--- src/rtl/rdmux_pkg.sv ---
package rdmux_pkg;

    typedef enum logic [1:0] {
        LANE_DIRECT  = 2'd0,
        LANE_SWAPPED = 2'd1,
        LANE_ZERO    = 2'd2,
        LANE_ONES    = 2'd3
    } lane_sel_e;

endpackage

--- src/rtl/rdmux_sign.sv ---
module rdmux_sign #(
    parameter int NBYTES = 4,
    parameter int BYTE_W = 8,
    localparam int WORD_W = NBYTES * BYTE_W,
    localparam int TAG_W  = $clog2(NBYTES)
) (
    input  logic [WORD_W-1:0] raw_i,
    input  logic [TAG_W-1:0]  tag_i,
    input  logic              swapped_i,
    output logic              sign_o
);

    logic [TAG_W-1:0] raw_lane;

    // The top meaningful byte sits in the mirrored raw lane when the word is reversed.
    always_comb begin
        raw_lane = swapped_i ? TAG_W'(NBYTES - 1) - tag_i : tag_i;
        sign_o   = 1'b0;
        for (int k = 0; k < NBYTES; k++) begin
            if (raw_lane == TAG_W'(k)) begin
                sign_o = raw_i[k*BYTE_W + BYTE_W - 1];
            end
        end
    end

endmodule

--- src/rtl/rdmux_ctl.sv ---
module rdmux_ctl #(
    parameter int NBYTES = 4,
    localparam int TAG_W = $clog2(NBYTES)
) (
    input  logic [TAG_W-1:0]        tag_i,
    input  logic                    swapped_i,
    input  logic                    sign_i,
    output logic [NBYTES-1:0][1:0]  sel_o
);
    import rdmux_pkg::*;

    for (genvar k = 0; k < NBYTES; k++) begin : g_lane
        lane_sel_e sel_d;
        always_comb begin
            if (TAG_W'(k) <= tag_i) begin
                sel_d = swapped_i ? LANE_SWAPPED : LANE_DIRECT;
            end else begin
                sel_d = sign_i ? LANE_ONES : LANE_ZERO;
            end
        end
        assign sel_o[k] = sel_d;
    end

endmodule

--- src/rtl/rdmux_bytesel.sv ---
module rdmux_bytesel #(
    parameter int NBYTES = 4,
    parameter int BYTE_W = 8,
    localparam int WORD_W = NBYTES * BYTE_W
) (
    input  logic [WORD_W-1:0]       raw_i,
    input  logic [NBYTES-1:0][1:0]  sel_i,
    output logic [WORD_W-1:0]       word_o
);
    import rdmux_pkg::*;

    for (genvar k = 0; k < NBYTES; k++) begin : g_lane
        localparam int MIR = NBYTES - 1 - k;
        always_comb begin
            case (lane_sel_e'(sel_i[k]))
                LANE_DIRECT:  word_o[k*BYTE_W +: BYTE_W] = raw_i[k*BYTE_W +: BYTE_W];
                LANE_SWAPPED: word_o[k*BYTE_W +: BYTE_W] = raw_i[MIR*BYTE_W +: BYTE_W];
                LANE_ZERO:    word_o[k*BYTE_W +: BYTE_W] = '0;
                default:      word_o[k*BYTE_W +: BYTE_W] = '1;
            endcase
        end
    end

endmodule

--- src/rtl/rf_signfill_rdmux.sv ---
module rf_signfill_rdmux #(
    parameter int NBYTES      = 4,
    parameter int BYTE_W      = 8,
    parameter bit STORED_SIGN = 1'b1,
    parameter bit REG_OUT     = 1'b1,
    localparam int WORD_W = NBYTES * BYTE_W,
    localparam int TAG_W  = $clog2(NBYTES)
) (
    input  logic              clk,
    input  logic              rst_n,
    input  logic [WORD_W-1:0] raw_word,
    input  logic [TAG_W-1:0]  len_tag,
    input  logic              sign_bit,
    input  logic              swapped,
    output logic [WORD_W-1:0] rd_word
);

    logic                   sign_w;
    logic [NBYTES-1:0][1:0] sel_w;
    logic [WORD_W-1:0]      fill_w;

    if (STORED_SIGN) begin : g_sign_stored
        assign sign_w = sign_bit;
    end else begin : g_sign_derived
        logic unused_stored_sign;
        assign unused_stored_sign = sign_bit;
        rdmux_sign #(.NBYTES(NBYTES), .BYTE_W(BYTE_W)) u_sign (
            .raw_i     (raw_word),
            .tag_i     (len_tag),
            .swapped_i (swapped),
            .sign_o    (sign_w)
        );
    end

    rdmux_ctl #(.NBYTES(NBYTES)) u_ctl (
        .tag_i     (len_tag),
        .swapped_i (swapped),
        .sign_i    (sign_w),
        .sel_o     (sel_w)
    );

    rdmux_bytesel #(.NBYTES(NBYTES), .BYTE_W(BYTE_W)) u_sel (
        .raw_i  (raw_word),
        .sel_i  (sel_w),
        .word_o (fill_w)
    );

    if (REG_OUT) begin : g_reg
        typedef struct packed {
            logic [WORD_W-1:0] word;
        } rd_state_t;

        rd_state_t st_d, st_q;

        always_comb begin
            st_d      = st_q;
            st_d.word = fill_w;
        end

        always_ff @(posedge clk) begin
            if (!rst_n) begin
                st_q <= '0;
            end else begin
                st_q <= st_d;
            end
        end

        assign rd_word = st_q.word;
    end else begin : g_comb
        assign rd_word = fill_w;
    end

    // lane 0 always carries the restored low byte
    a_r1_low_lane: assert property (@(posedge clk) disable iff (!rst_n)
        fill_w[BYTE_W-1:0] == (swapped ? raw_word[WORD_W-1 -: BYTE_W] : raw_word[BYTE_W-1:0]));

    // full-length, unreversed word is returned untouched
    a_r2_full_pass: assert property (@(posedge clk) disable iff (!rst_n)
        (len_tag == '1 && !swapped) |-> fill_w == raw_word);

    // with only lane 0 meaningful, all upper lanes are one uniform fill
    a_r3_uniform_fill: assert property (@(posedge clk) disable iff (!rst_n)
        (len_tag == '0) |->
        ($countones(fill_w[WORD_W-1:BYTE_W]) == 0 ||
         $countones(fill_w[WORD_W-1:BYTE_W]) == WORD_W - BYTE_W));

    if (STORED_SIGN) begin : g_a_stored
        // a short word's top bit follows the recorded sign
        a_r4_stored_sign: assert property (@(posedge clk) disable iff (!rst_n)
            (len_tag != '1) |-> fill_w[WORD_W-1] == sign_bit);
    end else begin : g_a_derived
        // a one-byte word, unreversed, extends its own bit 7
        a_r5_derived_sign: assert property (@(posedge clk) disable iff (!rst_n)
            (len_tag == '0 && !swapped) |-> fill_w[WORD_W-1] == raw_word[BYTE_W-1]);
    end

endmodule

--- config.mk ---
export PLATFORM = sky130hd
export DESIGN_NAME = rf_signfill_rdmux
export DESIGN_NICKNAME = d
export VERILOG_FILES = /design/src/rtl/rdmux_pkg.sv /design/src/rtl/rdmux_sign.sv /design/src/rtl/rdmux_ctl.sv /design/src/rtl/rdmux_bytesel.sv /design/src/rtl/rf_signfill_rdmux.sv
export SDC_FILE = /design/constraint.sdc
export NUM_CORES = 1
export LEC_CHECK = 0
export ABC_AREA = 1
export CORE_MARGIN = 8
export CORE_UTILIZATION = 30
export DETAILED_ROUTE_END_ITERATION = 8
export PLACE_DENSITY = 0.72
export SLEW_MARGIN = 5
export SYNTH_ARGS = -nofsm -noshare
export SYNTH_HDL_FRONTEND = slang
export SYNTH_SLANG_ARGS = --single-unit
--- constraint.sdc ---
create_clock -name clk -period 0.8 [get_ports clk]
set_input_delay 0.12 -clock clk [delete_from_list [all_inputs] [get_ports clk]]
set_output_delay 0.12 -clock clk [all_outputs]
set_load 0.01 [all_outputs]
Word-level counts from Yosys, hierarchy flattened
Index checks and enable logic that the tools add are counted.
Widths: inputs -> output; s select.
{"block": "op_classes", "order_cmp": 4, "eq_ne": 8, "n_mux": 10, "n_reduce_logical": 4}
{"op": "$pmux 8 s3", "n": 4}
{"op": "$eq 2x1->1 const B", "n": 4}
{"op": "$eq 2x2->1 const B", "n": 4}
{"op": "$logic_not 2->1", "n": 4}
{"op": "$mux 2", "n": 4}
{"op": "$le 1x2->1 const A", "n": 2}
{"op": "$le 2x2->1 const A", "n": 2}
{"op": "$mux 1", "n": 2}
{"block": "totals", "reg_bits": 32, "in_bits": 38, "out_inout_bits": 32, "word_cells": 27}

Longest topological paths before layout
Gate-level depths: netlist (run 1).
{"block": "logic_depth", "word_depth": 4, "ltp_mapped": 7, "depth_no_buf": 7}

Hierarchy
From an unflattened synthesis (run 1), not the netlist that was laid out.
{"block": "unflattened", "hier_cells": 213, "area_unflattened_um2": 1423.9}
{"module": "rf_signfill_rdmux", "instances": 1, "cells_each": 99, "area_per_inst_um2": 914.6, "seq_area_each_um2": 640.6}
{"module": "rdmux_bytesel", "instances": 1, "cells_each": 100, "area_per_inst_um2": 445.4, "seq_area_each_um2": 0.0}
{"module": "rdmux_ctl", "instances": 1, "cells_each": 14, "area_per_inst_um2": 63.8, "seq_area_each_um2": 0.0}

Worst setup path before layout (run 1)
No wires, ideal clock.
{"block": "synth_timing", "kind": "input -> register", "start": "input swapped", "end": "register g_reg.st_q, in the netlist rd_word[16]", "setup_ps": 120, "arrival_ps": 697, "required_ps": 680, "path_slack_ps": -17, "path_stages": 6, "path_buffers": 0, "cell_sequence": "inv_2 -> nand2_1 -> nand3_1 -> nand2_1 -> nor2_1 -> nor2_1"}
{"block": "synth_between", "elab_chain_len": 4, "word_cells_on_any_way": 6, "classes_between": "eq/ne (2); mux (3); reduce/logical (1)"}
{"element": "from (decl)", "line_no": "rf_signfill_rdmux.sv:14", "text": "input logic swapped,"}
{"element": "$mux 1 *", "line_no": "rdmux_ctl.sv:16", "text": "sel_d = swapped_i ? LANE_SWAPPED : LANE_DIRECT;"}
{"element": "$mux 2 *", "line_no": "rdmux_ctl.sv:15", "text": "if (TAG_W'(k) <= tag_i) begin"}
{"element": "$eq 2x2->1, or another cell as far along", "line_no": "rdmux_bytesel.sv:15", "text": "case (lane_sel_e'(sel_i[k]))"}
{"element": "$pmux 8 s3 *", "line_no": "rdmux_bytesel.sv:15"}
{"element": "to (signal assigned)", "line_no": "rf_signfill_rdmux.sv:64", "text": "st_q <= st_d;"}
{"element": "to (decl)", "line_no": "rf_signfill_rdmux.sv:53", "text": "rd_state_t st_d, st_q;"}
Mark *: on every way between the ends. The rest lies on a longest branch, timed or not.
A chain may end at the register's enable or synchronous reset.

Worst setup path in the final report (run 1)
{"block": "layout_timing", "start": "register g_reg.st_q, in the netlist rd_word[13]", "end": "output rd_word[13]"}
{"element": "to (decl)", "line_no": "rf_signfill_rdmux.sv:15", "text": "output logic [WORD_W-1:0] rd_word"}
No word-level cell between the ends.

==> out/metrics.csv, run 1 <==
metric,value,unit
finalPower,3830,µW
gr-usage-all-layers,12.5,%
dr.pass1.iters,4,
startpoint_type,flip-flop,
synth-edff-count,0,
endpoint_kind,output pin,
slowest_delay,0.31,ns
multiInputGateArea,641,µm²
status,"complete, but fails checks",
violations,negative setup slack,
fin_crit,0.829,ns
grt_max_degree,12,
critPathSlowestCell,dfxtp_1,
fill_cells,430,
synthCells,206,
required,0.68,ns
largest_reg_flops,32,
pre_cts_ws,-0.605,ns
yosysWarnings,0,
die_x,83.5,µm
finalMaxSlewViolations,0,
synth_fp_nets,244,
synth_area_leaders,"dfxtp_1 47%, nand2_1 17%, nor2_1 11%",
ios,70,
drt_wl_total,4.24,mm
post-route-util,51.9,%
cp_top_family,flip-flops,
synth_seq_cells,32,
power_density,1680,nW/µm²
drive_above_1_share,27.6,%
min_to,rd_word[5]$_SDFF_PN0_,
period_share,104,%
worstHoldPathType,input pin to flip-flop,
antenna_found_initial,0,
num_rows,24,
p_leak,0.00121,µW
placed_cells,332,
seq_area_frac_synth,46.9,%
clk_path_buf_depth,2,
final_antenna_net_count,0,
vias,1467,
antenna_cells,0,
hold_buffers,0,
post-route-drc-count,0,
cts_buffers,5,
viasPerCell,4.29,
cts_root_buffer,clkbuf_8,
worstMarginPinSlew,0.207,ns
ir_drop,673,µV
async_reset_ff_share,0,%
finalSetupTns,-0.484,ns
path_cells,buf_2,
cap_violations,0,
syn_to_final_growth,66.6,%
fin_ws,-0.0287,ns
gp_congestion,0.826,
htreeDepth,2,
initial_core_util,31.2,%
core,4380,µm²
dieArea,6970,µm²
nets,327,
register_area,656,µm²
critical_path_buf_inv_count,1,
syn-cell-area,1370,µm²
grt_first_pass_wirelength,7.27,mm
grt_pass1_vias,1521,
hold_start,swapped,
avgSynthCellArea,6.63,µm²
synthFlopType,dfxtp_1,
setup_viol,32,
yosys.area.top_type,dfxtp_1,
rsz0062_at_grt,true,
netlist.area_leader.share,46.9,%
max_freq,1210,MHz
yosysMostFrequentCell,nand2_1,
overflow,0,
cts_num_sinks,32,
max_slew_margin,86.2,%
avgRoutedWirePerCell,12.4,µm
ys_types,14,
synthTopCellsByCount,"61 x nand2_1, 41 x nor2_1, 32 x dfxtp_1, 29 x inv_1, 25 x nand3_1",
clk_pin_slew_worst_paths,0.06,ns
cts_tree,yes,
fin_cells,342,
place_hpwl,3.26,mm
die_h,83.5,µm
first_iter_violations,78,
whs_path_depth,4,
criticalPathCategory,flip-flop to output pin,
cp_max_fo,1,
port_buffers,69,
hold_viol,0,
arrival,0.71,ns
==> layer usage <==
| layer | wire length (µm) | track usage [%] | vias up |
|---|---|---|---|
| met2 | 1960 | 19.5 | 56 |
| li1 | - | - | 787 |
| met4 | 40 | 5.49 | 0 |
| met3 | 258 | 3.22 | 2 |
| met1 | 1980 | 15.7 | 622 |
| met5 | 0 | 0 | - |
==> power breakdown <==
group | internal (µW) | switching (µW)
Clock | 700 | 522
Sequential | 1720 | 33.3
Combinational | 443 | 418
Total | 2860 | 973
==> tightest hold or removal path: cells and delay by family <==
family                 cells  cell delay, ns
buffers and inverters      2            0.26
AO/OA/AOI/OAI              1            0.08
AND/OR/NAND/NOR            1            0.07
==> worst max path at each step <==
stage	to	slack, ns	startpoint	cells after the start
6_report	rd_word[13]	-0.03	rd_word[13]$_SDFF_PN0_	1
2_1_floorplan	rd_word[10]$_SDFF_PN0_	0.03	swapped	6
3_3_place_gp	rd_word[25]$_SDFF_PN0_	-0.59	len_tag[1]	6
5_1_grt	rd_word[13]	-0.07	rd_word[13]$_SDFF_PN0_	1
3_5_place_dp	rd_word[31]$_SDFF_PN0_	-0.60	len_tag[1]	6
4_1_cts	rd_word[19]	-0.04	rd_word[19]$_SDFF_PN0_	1
==> cell families after synthesis <==
group                  Yosys count  share of synthesized area [%]
AND/OR/NAND/NOR                132                           40.5
buffers and inverters           34                           9.71
flip-flops                      32                           46.9
AO/OA/AOI/OAI                    8                           2.93
==> cell type report <==
class,count,area share (%)
timing repair buffer,80,31.0
clock buffer,8,3.96
multi-input combinational,140,28.1
inverter,30,5.22
tap,52,2.86
sequential,32,28.8
==> placed cells by master (no fill, tap or decap) <==
cell,instances
nand2_1,57
nor2_1,40
clkdlybuf4s50_1,32
inv_1,26
nand3_1,24
buf_2,20
dfxtp_1,20
buf_6,15
dfxtp_2,12
o21ai_0,8
buf_4,7
clkbuf_8,6
nor2_4,4
nand2_2,4
clkbuf_2,3
inv_2,2
nand3_4,2
clkbuf_1,2
buf_12,2
nand2_4,1
clkinvlp_4,1
inv_4,1
dlygate4sd2_1,1
==> stage by stage <==
step           cell area [µm²]  hold slack, ns
4_1_cts                   2210           0.363
3_5_place_dp              2200           0.743
3_3_place_gp              2200           0.741
5_1_grt                   2280           0.336
2_1_floorplan             1370           0.255
6_report                  2280           0.302
==> timing repair <==
item	4_1_cts	5_1_grt
pin swaps	3	5
gates resized for setup	152	32
setup buffers	2	0
cloned	0	0
setup endpoints to repair	64	57
Power figures use the tool's default switching activity.
==> run 2: changes to the inputs <==
--- a/config.mk
+++ b/config.mk
@@ -9,7 +9,7 @@
 export CORE_MARGIN = 8
 export CORE_UTILIZATION = 30
 export DETAILED_ROUTE_END_ITERATION = 8
-export PLACE_DENSITY = 0.72
+export PLACE_DENSITY = 0.69
 export SLEW_MARGIN = 5
 export SYNTH_ARGS = -nofsm -noshare
 export SYNTH_HDL_FRONTEND = slang
==> constraint.sdc (replaced) <==
create_clock -name clk -period 1 [get_ports clk]
set_input_delay 0.15 -clock clk [delete_from_list [all_inputs] [get_ports clk]]
set_output_delay 0.15 -clock clk [all_outputs]
set_load 0.01 [all_outputs]
==> run 2 against run 1 <==
The run now ends clean. Sequential share of layout area up 0.44 points. Sequential power shrank 21%. Clock power shrank 19%. Global-route usage down 0.37 points. Highest routed layer unchanged. Final cell count fell by 0.29%. Critical path type unchanged. Final area shrank 3.6%. Non-clock buffer count decreased by 1. Routed wire length is 1.2% lower. Critical path depth stayed put. First-iteration DRC count decreased by 18%.
==> out/metrics.csv, run 2 (same netlist as run 1, synthesis figures left out) <==
metric,value,unit,change
dr.pass1.iters,4,,unchanged
max_freq,1030,MHz,
cts_tree,yes,,
setup_viol,0,,-100%
antenna_found_initial,0,,unchanged
startpoint_type,flip-flop,,
pre_cts_ws,-0.435,ns,+0.170 ns
cts_root_buffer,clkbuf_8,,
endpoint_kind,output pin,,
largest_reg_flops,32,,unchanged
ios,70,,unchanged
nets,326,,-0.31%
critPathSlowestCell,dfxtp_1,,
clk_path_buf_depth,2,,unchanged
gp_congestion,0.818,,-1.1%
die_x,83.5,µm,unchanged
core,4380,µm²,unchanged
cts_setup_buffers,0,,-2
placed_cells,333,,+0.30%
slowest_delay,0.31,ns,about the same
htreeDepth,2,,unchanged
power_density,1370,nW/µm²,-19%
fin_crit,0.973,ns,
status,completed,,
overflow,0,,unchanged
syn_to_final_growth,60.6,%,
gr-usage-all-layers,12.1,%,-0.37 points
fin_cells,341,,-0.29%
worstHoldPathType,input pin to flip-flop,,
cp_top_family,flip-flops,,
fin_ws,0.0272,ns,+0.0559 ns
die_h,83.5,µm,unchanged
cp_max_fo,1,,unchanged
final_antenna_net_count,0,,unchanged
vias,1464,,-0.20%
path_cells,clkdlybuf4s15_1,,
initial_core_util,31.2,%,unchanged
rsz0062_at_grt,true,,
criticalPathCategory,flip-flop to output pin,,
mostFrequentLayoutCell,nand2_1,,
period_share,97.3,%,
drive_above_1_share,16.6,%,-11 points
drt_wl_total,4.19,mm,-1.2%
required,0.85,ns,+0.17 ns
antenna_cells,0,,unchanged
cts_num_sinks,32,,unchanged
arrival,0.82,ns,+0.11 ns
finalMaxSlewViolations,0,,unchanged
p_leak,0.00117,µW,-3.4%
critical_path_buf_inv_count,1,,unchanged
num_rows,24,,unchanged
place_hpwl,3.27,mm,+0.45%
dieArea,6970,µm²,unchanged
grt_max_degree,16,,+4
ir_drop,469,µV,-30%
post-route-drc-count,0,,unchanged
clk_pin_slew_worst_paths,0.06,ns,about the same
grt_first_pass_wirelength,6.98,mm,-4.0%
worstMarginPinSlew,0.283,ns,+0.0765 ns
first_iter_violations,64,,-18%
port_buffers,69,,unchanged
viasPerCell,4.29,,about the same
cap_violations,0,,unchanged
hold_buffers,0,,unchanged
avgRoutedWirePerCell,12.3,µm,-0.94%
final_cell_mix,"59 x nand2_1, 41 x nor2_1, 33 x clkdlybuf4s50_1",,
grt_pass1_vias,1463,,-3.8%
hold_viol,0,,unchanged
cts_buffers,5,,unchanged
max_slew_margin,81.1,%,-5.1 points
[run 2: changes by cell type in the layout (fill, tap and decap cells not counted), sizes merged]
cell / before / now
dlygate4sd2: 1 / 4
buf: 44 / 10
clkbuf: 11 / 28
clkdlybuf4s50: 32 / 33
clkinvlp: 1 / 0
clkdlybuf4s15: 0 / 12
inv: 29 / 30
[run 2: per-stage QoR]
stage | hold slack [ns] | TNS, ns | power, µW | util, % | instance area, µm²
finish | 0.491 | 0 | 3010 | 50.1 | 2190
global placement | 0.771 | -9.93 | 2120 | 49.9 | 2190
CTS | 0.483 | 0 | 3080 | 52.1 | 2290
detailed placement | 0.779 | -10.51 | 2120 | 49.9 | 2190
global route | 0.503 | -0.0284 | 3190 | 50.1 | 2190
floorplan | 0.285 | 0 | 1690 | - | 1370
[run 2: worst paths after layout]
path | startpoint | endpoint | slack, ns | cells past startpoint
max | rd_word[20]$_SDFF_PN0_ | rd_word[20] | 0.03 | 1
min | raw_word[27] | rd_word[3]$_SDFF_PN0_ | 0.49 | 3
[run 2: per-layer routing]
| metal | share of wire (%) | track usage (%) |
|---|---|---|
| met5 | 0 | 0 |
| met4 | 1.5 | 5.65 |
| met3 | 5.7 | 4.20 |
| met2 | 48 | 19.9 |
| met1 | 45 | 13.7 |
[run 2: layout make-up]
type                       count  area (µm²)
clock buffer                   8        90.1
fill                         452        2190
inverter                      30         113
multi-input combinational    140         611
sequential                    32         642
tap                           52        65.1
timing repair buffer          79         674
[run 2: power breakdown]
part           internal (µW)  switching (µW)
clock                    560             426
combinational            318             315
sequential              1370            21.9
total                   2240             763
[run 2: what timing repair did]
item	in CTS	in global routing
setup endpoints to repair	56	28
gates cloned	0	0
pin swaps	1	0
endpoints found under the hold margin	0	0
gates resized for setup	69	26
==> run 3: changes to the inputs <==
--- a/config.mk
+++ b/config.mk
@@ -8,9 +8,9 @@
 export ABC_AREA = 1
 export CORE_MARGIN = 8
 export CORE_UTILIZATION = 30
+export CTS_CLUSTER_SIZE = 25
 export DETAILED_ROUTE_END_ITERATION = 8
 export PLACE_DENSITY = 0.69
-export SLEW_MARGIN = 5
 export SYNTH_ARGS = -nofsm -noshare
 export SYNTH_HDL_FRONTEND = slang
 export SYNTH_SLANG_ARGS = --single-unit
==> results of run 3 <==
Same layout as run 2: the final DEF is identical, and so are final timing and power.
